File: config.mk
export PLATFORM = sky130hd
export DESIGN_NAME = sreg_unit
export DESIGN_NICKNAME = d
export VERILOG_FILES = /design/src/rtl/sreg_pkg.sv /design/src/rtl/sreg_counter.sv /design/src/rtl/sreg_decode.sv /design/src/rtl/sreg_rmw.sv /design/src/rtl/sreg_unit.sv
export SDC_FILE = /design/constraint.sdc
export NUM_CORES = 1
export LEC_CHECK = 0
export BUFFER_PORTS_ARGS = -buffer_cell sky130_fd_sc_hd__buf_2
export CAP_MARGIN = 10
export CORE_ASPECT_RATIO = 0.8
export CORE_UTILIZATION = 55
export DETAILED_ROUTE_END_ITERATION = 8
export PLACE_DENSITY_LB_ADDON = 0.2
export SYNTH_ARGS = -nofsm -noshare
export SYNTH_HDL_FRONTEND = slang
export SYNTH_HIERARCHICAL = 1
export SYNTH_SLANG_ARGS = --single-unit
File: constraint.sdc
create_clock -name clk -period 3.25 [get_ports clk]
set_input_delay 0.325 -clock clk [delete_from_list [all_inputs] [get_ports clk]]
set_output_delay 0.325 -clock clk [all_outputs]
set_load 0.05 [all_outputs]
File: src/rtl/sreg_pkg.sv
package sreg_pkg;

    localparam int unsigned ADDR_W  = 12;
    localparam int unsigned NUM_CNT = 3;

    typedef enum logic [1:0] {
        OP_NONE  = 2'b00,
        OP_WRITE = 2'b01,
        OP_SET   = 2'b10,
        OP_CLEAR = 2'b11
    } sreg_op_e;

    typedef enum logic [2:0] {
        SEL_NONE    = 3'd0,
        SEL_SCRATCH = 3'd1,
        SEL_CLOCKS  = 3'd2,
        SEL_TICKS   = 3'd3,
        SEL_RETIRED = 3'd4
    } sreg_sel_e;

    localparam logic [ADDR_W-1:0] A_SCRATCH    = 12'h340;
    localparam logic [ADDR_W-1:0] A_CLOCKS_LO  = 12'hC00;
    localparam logic [ADDR_W-1:0] A_TICKS_LO   = 12'hC01;
    localparam logic [ADDR_W-1:0] A_RETIRED_LO = 12'hC02;
    localparam logic [ADDR_W-1:0] A_CLOCKS_HI  = 12'hC80;
    localparam logic [ADDR_W-1:0] A_TICKS_HI   = 12'hC81;
    localparam logic [ADDR_W-1:0] A_RETIRED_HI = 12'hC82;

endpackage

File: src/rtl/sreg_counter.sv
module sreg_counter #(
    parameter int unsigned    W   = 64,
    parameter logic [W-1:0]   RST = '0
) (
    input  logic         clk,
    input  logic         rst_n,
    input  logic         inc,
    output logic [W-1:0] value
);

    // One adder across the full width: the low-to-high carry lands in the same edge.
    always_ff @(posedge clk) begin
        if (!rst_n) begin
            value <= RST;
        end else if (inc) begin
            value <= value + W'(1);
        end
    end

endmodule

File: src/rtl/sreg_decode.sv
module sreg_decode
    import sreg_pkg::*;
#(
    parameter int unsigned IDX_W = 5
) (
    input  logic              valid,
    input  logic [ADDR_W-1:0] addr,
    input  logic [1:0]        op,
    input  logic [IDX_W-1:0]  idx,
    output sreg_sel_e         sel,
    output logic              hi_half,
    output logic              illegal,
    output logic              wr_en
);

    sreg_op_e op_e;
    logic     wants_write;
    logic     is_counter;

    assign op_e = sreg_op_e'(op);

    always_comb begin
        sel     = SEL_NONE;
        hi_half = 1'b0;
        case (addr)
            A_SCRATCH:    sel = SEL_SCRATCH;
            A_CLOCKS_LO:  sel = SEL_CLOCKS;
            A_TICKS_LO:   sel = SEL_TICKS;
            A_RETIRED_LO: sel = SEL_RETIRED;
            A_CLOCKS_HI:  begin sel = SEL_CLOCKS;  hi_half = 1'b1; end
            A_TICKS_HI:   begin sel = SEL_TICKS;   hi_half = 1'b1; end
            A_RETIRED_HI: begin sel = SEL_RETIRED; hi_half = 1'b1; end
            default:      sel = SEL_NONE;
        endcase
    end

    // A plain write always writes; set and clear write only with a nonzero source index.
    always_comb begin
        unique case (op_e)
            OP_WRITE:          wants_write = 1'b1;
            OP_SET, OP_CLEAR:  wants_write = |idx;
            default:           wants_write = 1'b0;
        endcase
    end

    assign is_counter = (sel == SEL_CLOCKS) || (sel == SEL_TICKS) || (sel == SEL_RETIRED);

    assign illegal = valid && ((sel == SEL_NONE) || (op_e == OP_NONE) ||
                               (is_counter && wants_write));

    assign wr_en = valid && !illegal && (sel == SEL_SCRATCH) && wants_write;

endmodule

File: src/rtl/sreg_rmw.sv
module sreg_rmw
    import sreg_pkg::*;
#(
    parameter int unsigned XLEN = 32
) (
    input  logic [1:0]      op,
    input  logic [XLEN-1:0] old_val,
    input  logic [XLEN-1:0] operand,
    output logic [XLEN-1:0] new_val
);

    sreg_op_e op_e;
    assign op_e = sreg_op_e'(op);

    always_comb begin
        unique case (op_e)
            OP_WRITE: new_val = operand;
            OP_SET:   new_val = old_val | operand;
            OP_CLEAR: new_val = old_val & ~operand;
            default:  new_val = old_val;
        endcase
    end

endmodule

File: src/rtl/sreg_unit.sv
module sreg_unit
    import sreg_pkg::*;
#(
    parameter int unsigned         XLEN        = 32,
    parameter int unsigned         IDX_W       = 5,
    parameter logic [2*XLEN-1:0]   CLOCKS_RST  = '0,
    parameter logic [2*XLEN-1:0]   TICKS_RST   = '0,
    parameter logic [2*XLEN-1:0]   RETIRED_RST = '0
) (
    input  logic              clk,
    input  logic              rst_n,
    input  logic              req_valid,
    input  logic [11:0]       req_addr,
    input  logic [1:0]        req_op,
    input  logic              req_imm,
    input  logic [IDX_W-1:0]  src_idx,
    input  logic [XLEN-1:0]   src_data,
    input  logic              tick,
    input  logic              retire,
    output logic [XLEN-1:0]   rd_data,
    output logic              illegal
);

    localparam int unsigned CNT_W = 2 * XLEN;

    logic [CNT_W-1:0]   cnt_val [NUM_CNT];
    logic [NUM_CNT-1:0] cnt_inc;
    logic [CNT_W-1:0]   clocks_now;
    logic [CNT_W-1:0]   ticks_now;
    logic [CNT_W-1:0]   retired_now;
    logic [XLEN-1:0]    scratch_q;
    logic [XLEN-1:0]    operand;
    logic [XLEN-1:0]    old_val;
    logic [XLEN-1:0]    new_val;
    logic [CNT_W-1:0]   cnt_pick;
    sreg_sel_e          sel;
    logic               hi_half;
    logic               wr_en;

    // Counter order: 0 clock cycles, 1 ticks, 2 retirements.
    assign cnt_inc = {retire, tick, 1'b1};

    for (genvar g = 0; g < NUM_CNT; g++) begin : g_cnt
        localparam logic [CNT_W-1:0] G_RST = (g == 0) ? CLOCKS_RST :
                                             (g == 1) ? TICKS_RST  : RETIRED_RST;
        sreg_counter #(
            .W   (CNT_W),
            .RST (G_RST)
        ) u_cnt (
            .clk   (clk),
            .rst_n (rst_n),
            .inc   (cnt_inc[g]),
            .value (cnt_val[g])
        );
    end

    assign clocks_now  = cnt_val[0];
    assign ticks_now   = cnt_val[1];
    assign retired_now = cnt_val[2];

    sreg_decode #(
        .IDX_W (IDX_W)
    ) u_dec (
        .valid   (req_valid),
        .addr    (req_addr),
        .op      (req_op),
        .idx     (src_idx),
        .sel     (sel),
        .hi_half (hi_half),
        .illegal (illegal),
        .wr_en   (wr_en)
    );

    assign operand = req_imm ? {{(XLEN-IDX_W){1'b0}}, src_idx} : src_data;

    always_comb begin
        cnt_pick = '0;
        old_val  = '0;
        unique case (sel)
            SEL_SCRATCH: old_val  = scratch_q;
            SEL_CLOCKS:  cnt_pick = clocks_now;
            SEL_TICKS:   cnt_pick = ticks_now;
            SEL_RETIRED: cnt_pick = retired_now;
            default:     old_val  = '0;
        endcase
        if (sel != SEL_SCRATCH && sel != SEL_NONE) begin
            old_val = hi_half ? cnt_pick[CNT_W-1:XLEN] : cnt_pick[XLEN-1:0];
        end
    end

    assign rd_data = illegal ? '0 : old_val;

    sreg_rmw #(
        .XLEN (XLEN)
    ) u_rmw (
        .op      (req_op),
        .old_val (old_val),
        .operand (operand),
        .new_val (new_val)
    );

    always_ff @(posedge clk) begin
        if (!rst_n) begin
            scratch_q <= '0;
        end else if (wr_en) begin
            scratch_q <= new_val;
        end
    end

endmodule

# Word level (Yosys, flattened, before mapping)
# Cells that the tools add are included.
# word_totals
reg_bits	224
inputBits	57
output_inout_bits	33
# classes
add_sub_neg	3
eq_ne	15
mux	10
n_bitwise	3
reduce_logical	20
# ops
cell	count
$add A64 B1 Y64 const B	3
$pmux W64 S3	1
$mux W32	5
$pmux W32 S3	1
$eq A12 B12 Y1 const B	6
$and A32 B32 Y32	1
$not A32 Y32	1
$or A32 B32 Y32	1
$eq A12 B10 Y1 const B	1
$pmux W3 S4	1
$reduce_or A2 Y1	4
$eq A3 B2 Y1 const B	2
$logic_and A1 B1 Y1	6
$reduce_or A5 Y1	1
$eq A2 B2 Y1 const B	2
$logic_or A1 B1 Y1	4
$eq A3 B1 Y1 const B	1
$eq A3 B3 Y1 const B	1
$logic_not A3 Y1	1
$ne A3 B1 Y1 const B	1
$reduce_bool A3 Y1	1
$reduce_or A3 Y1	1
$eq A2 B1 Y1 const B	1
$logic_not A2 Y1	1
other kinds (3)	3

# Depth between registers and ports, before layout
# logic_depth
depth_word	13
ltp_mapped	14

# Cells and area by module
# Netlist, hierarchy kept.
# modules_own_cells
mod	n_inst	cells_per_inst	area_each_um2	seq_area_each_um2
sreg_counter	3	357	3129.3	1281.2
sreg_unit	1	464	3653.5	640.6
sreg_rmw	1	142	928.4	0.0
sreg_decode	1	22	161.4	0.0

# Worst setup path before layout
# Ideal clock, no wire load.
# synth_timing
path_type	in2out
startpoint	input port req_addr[0]
endpoint	output port rd_data[0]
t_arrival_ns	3.000
t_required_ns	2.925
path_slack_ns	-0.075
path_stages	9
path_cell_list	nor4b_1 -> nand3_1 -> a21oi_1 -> buf_2 -> and3b_1 -> buf_2 -> nand2_1 -> o211a_1 -> o31ai_1
# synth_via
elab_chain_cells	10
elab_cells_between_ends	32
# synth_rtl
item	line	text
start: declaration	sreg_unit.sv:13	input logic [11:0] req_addr,
$eq A12 B12 Y1	sreg_decode.sv:25	case (addr)
$reduce_or A2 Y1 (no line)	n/a	
$pmux W3 S4 (*)	sreg_decode.sv:25	
net sel[0]	sreg_unit.sv:36	sreg_sel_e sel;
branches (longest 6 deep; another with $pmux W64 S3)	n/a	
$mux W32 (*)	sreg_unit.sv:91	assign rd_data = illegal ? '0 : old_val;
end: declaration	sreg_unit.sv:20	output logic [XLEN-1:0] rd_data,
# Mark *: on every way through the listed nets, which the timed path passes.

# Final worst setup path
# layout_timing
startpoint	input port req_addr[6]
endpoint	output port rd_data[15]
# The elaborated chain is that of the path after synthesis.

==> summary.md <==
The met3 wirelength from detailed routing was 4420 um. The highest routed metal layer was met4. The biggest area contributor in the post-synthesis netlist is dfxtp_1. For the via count of the first global-routing pass, the log shows 11900.

Startpoint type of the worst setup path: an input pin. The first-pass GRT wire length was 68100 um; the number of maximum-capacitance violations was 0. The average instance in the mapped netlist occupies 8.32 um^2. For this configuration, the core starts out at a cell density of 56.0%.

The mapped netlist covers 0.0141 mm^2. In this run the static leakage power is 0.00576 uW. After the flow finishes, the layout carries non-filler instances totaling 2105. Measured against its own limit, the worst slew margin works out to 39.0%. The clock transition at the registers of the reported paths is 0.06 ns, and the final design area excluding fillers is 0.0158 mm^2. From synthesis to final layout, the design area changed by 11.8%.

For this block, the routed nets add up to 43700 um of wire. Of all nets on the critical path, the largest fanout is 31. The tools report the detailed-route via count as 13500. The number of buffer cells added on primary ports is 89. The HPWL after detailed placement was 32400 um. The share of flip-flops with an asynchronous set or reset was 0%; the number of cells on the worst hold path was 3.

After detailed placement, the total cell area comes to 0.0149 mm^2. The pin count of the biggest net entering global routing is 83, and the count of unresolved DRC violations after routing is 0. The routed metal-1 wirelength came out at 19700 um. The logs give 62 for the number of library cell types mapped by synthesis and 0.00902 mm^2 for the total area of multi-input combinational cells. The per-cell routed wire length came out at 20.8 um. Setup repair after global routing left no endpoint under its margin.

The post-route netlist has 17.0% of its cells at a drive strength greater than 1. Standard-cell row count: 52. VDD sags by at most 0.350 mV. On the final layout, the worst clock skew is 0.0148 ns. After synthesis, the largest area contributor takes up 31.7% of total cell area. In the global route stage, overall resource usage came out at 32.5%. Counting every instance in the synthesized netlist gives 1699. At the pin with the least slew margin, the transition time is 0.906 ns. Among all flip-flop cells after synthesis, the most frequent one is dfxtp_1.

Counting the fill cells in the layout gives 2230. TritonCTS built the clock tree. The clock root buffer is clkbuf_16. The die covers 0.0263 mm^2. In this run, synthesis inferred 0 flip-flops with an integrated enable. The core box area came out at 0.0252 mm^2. The detailed router finished its first iteration with 1606 violations. The fraction of the cycle the final worst path needs is 96.4%. Sequential fraction of the synthesis area: 31.7%. The run finished with clean final reports. The most common cell after layout, fill and taps aside was dfxtp_1. The number of placed cells counting well taps came out at 2063.

The flip-flop and latch count after synthesis works out to 224. The logs give 0 for the final antenna-violating net count and 0 for the number of antenna cells inserted. Across the whole layout, storage elements account for 0.00448 mm^2.

90 I/O pins were placed. The first detailed-routing pass ran for 6 iterations. The setup path with the least slack is of type in2out. The buffer levels on the longest clock path was 3. For the worst-skew pair, the clock arrives at the later sink with an insertion delay of 0.52 ns. Setup slack on the critical path of the routed design comes to 0.115 ns. The tools report the number of setup violations in the final report as 0. In this run the vertical extent of the chip is 145 um.

The arrival time of data at the critical path endpoint is 2.81 ns. The tools report the initial antenna violation count as 1. After synthesis, the cell types taking the most area are dfxtp_1 32%, mux2i_1 4.7%, nand2_1 4.4%, mux2_2 4.1%, xnor2_1 4.0%. Final hold analysis gives a worst-case slack of 0.132 ns. Derived from the worst setup path, the maximum achievable clock frequency is 0.319 GHz. Counting the buffers created by CTS gives 24.

From left edge to right edge, the die measures 181 um. In this run the worst hold path is classified as in2reg. For the worst setup path, the data required time is 2.92 ns. For the TritonCTS sink count, the log shows 224.

For this run the aggregate overflow at the end of global routing stands at 0. The hold violation total from the final report was 0; the final critical-path required period was 3.13 ns. Measured in cells, the most critical reg-to-reg path has a length of 5. The number of pins with negative max-slew slack in the final report came out at 0. The detail-routed via count per cell was 6.42; the number of hold buffers added after CTS was 0.

In this run the power density over the cells is 379 mW/mm^2. The synthesis warning total is 6, and the weighted congestion reported at the end of routability-driven placement is 0.999. Post-place setup slack: 0.0786 ns.

The endpoint type of the worst setup path was a primary output. The routed length on met2 was 18400 um. At the end of the flow, the number of nets in the layout was 1825.

Total number of H-tree levels: 1. Leaving out fill and tap cells, the most frequent cells in the layout are 224 x dfxtp_1, 167 x nand2_1, 125 x nor2_1, 89 x buf_2, 86 x o21ai_0.
==> layout make-up <==
class	count	area share, %
clock inverters	11	0.911
inverters	50	1.19
clock buffers	31	4.48
multi-input cells	1338	57.1
flip-flops and latches	224	28.4
well taps	324	2.57
repair buffers	127	5.34
==> worst max-delay path, cell delays in order <==
cell,delay [ns]
buf_2,0.10
nor3_1,0.19
and4_2,0.29
and3b_1,0.29
nor2b_4,0.22
buf_12,0.19
buf_4,0.23
nand2_1,0.22
a31o_2,0.33
o21ai_1,0.13
buf_2,0.27
==> cell usage after synthesis, types with 42 or more instances <==
| master | instances |
|---|---|
| xor2_1 | 63 |
| mux2_2 | 52 |
| a21oi_1 | 77 |
| dfxtp_1 | 224 |
| nor2_1 | 126 |
| or3_1 | 55 |
| nand2_1 | 167 |
| a22oi_1 | 42 |
| clkbuf_1 | 43 |
| mux2i_1 | 66 |
| xnor2_1 | 65 |
| nor2b_1 | 60 |
| nand4_1 | 82 |
| nand3_1 | 71 |
| inv_1 | 50 |
| o21ai_0 | 86 |
==> metrics by stage <==
stage	power (uW)	TNS [ns]	util [%]
3_5_place_dp	3100	0	59.2
3_3_place_gp	3090	0	59.2
5_1_grt	6160	0	62.6
4_1_cts	6010	0	62.5
6_report	5990	0	62.6
2_1_floorplan	3030	-0.150	-
==> report_power, final <==
part           switching (uW)  internal [uW]
logic                     164            115
registers                9.91           2750
clock network            1170           1770
==> worst paths after layout <==
check / start / endpoint / slack, ns
min reg2reg: g_cnt[2].u_cnt/value[63] / g_cnt[2].u_cnt/value[63] / 0.50
max: req_addr[6] / rd_data[15] / 0.12
max reg2reg: g_cnt[0].u_cnt/value[20] / g_cnt[0].u_cnt/value[55] / 0.48
min: tick / g_cnt[1].u_cnt/value[0] / 0.13
==> routing by layer <==
| layer | GRT usage, % | vias up |
|---|---|---|
| met4 | 8.01 | 0 |
| met2 | 47.8 | 626 |
| met1 | 47.6 | 6480 |
| met5 | 0 | - |
| met3 | 7.46 | 99 |
| li1 | - | 6317 |
==> registers in the layout, summed over array words and instances, names as in the netlist <==
signal and cells:
g_cnt.u_cnt/value 192, scratch_q 32
==> cell families (layout without fill, tap and decap cells) <==
family | Yosys count | after routing | share of synthesized area [%]
AO/OA/AOI/OAI | 336 | 336 | 15.2
XOR/XNOR | 128 | 128 | 7.93
adder cells (fa/ha/maj) | 3 | 3 | 0.266
buffers and inverters | 141 | 219 | 4.86
flip-flops | 224 | 224 | 31.7
multiplexers | 118 | 118 | 8.82
other | 1 | 5 | 0.0265
AND/OR/NAND/NOR | 748 | 748 | 31.2
==> timing repair <==
action                                  CTS  global route
hold endpoints to repair                  0             0
resized for setup                         0             2
endpoints found under the setup margin    0             5
setup buffers                             0             0
Power figures use the tool's default switching activity.
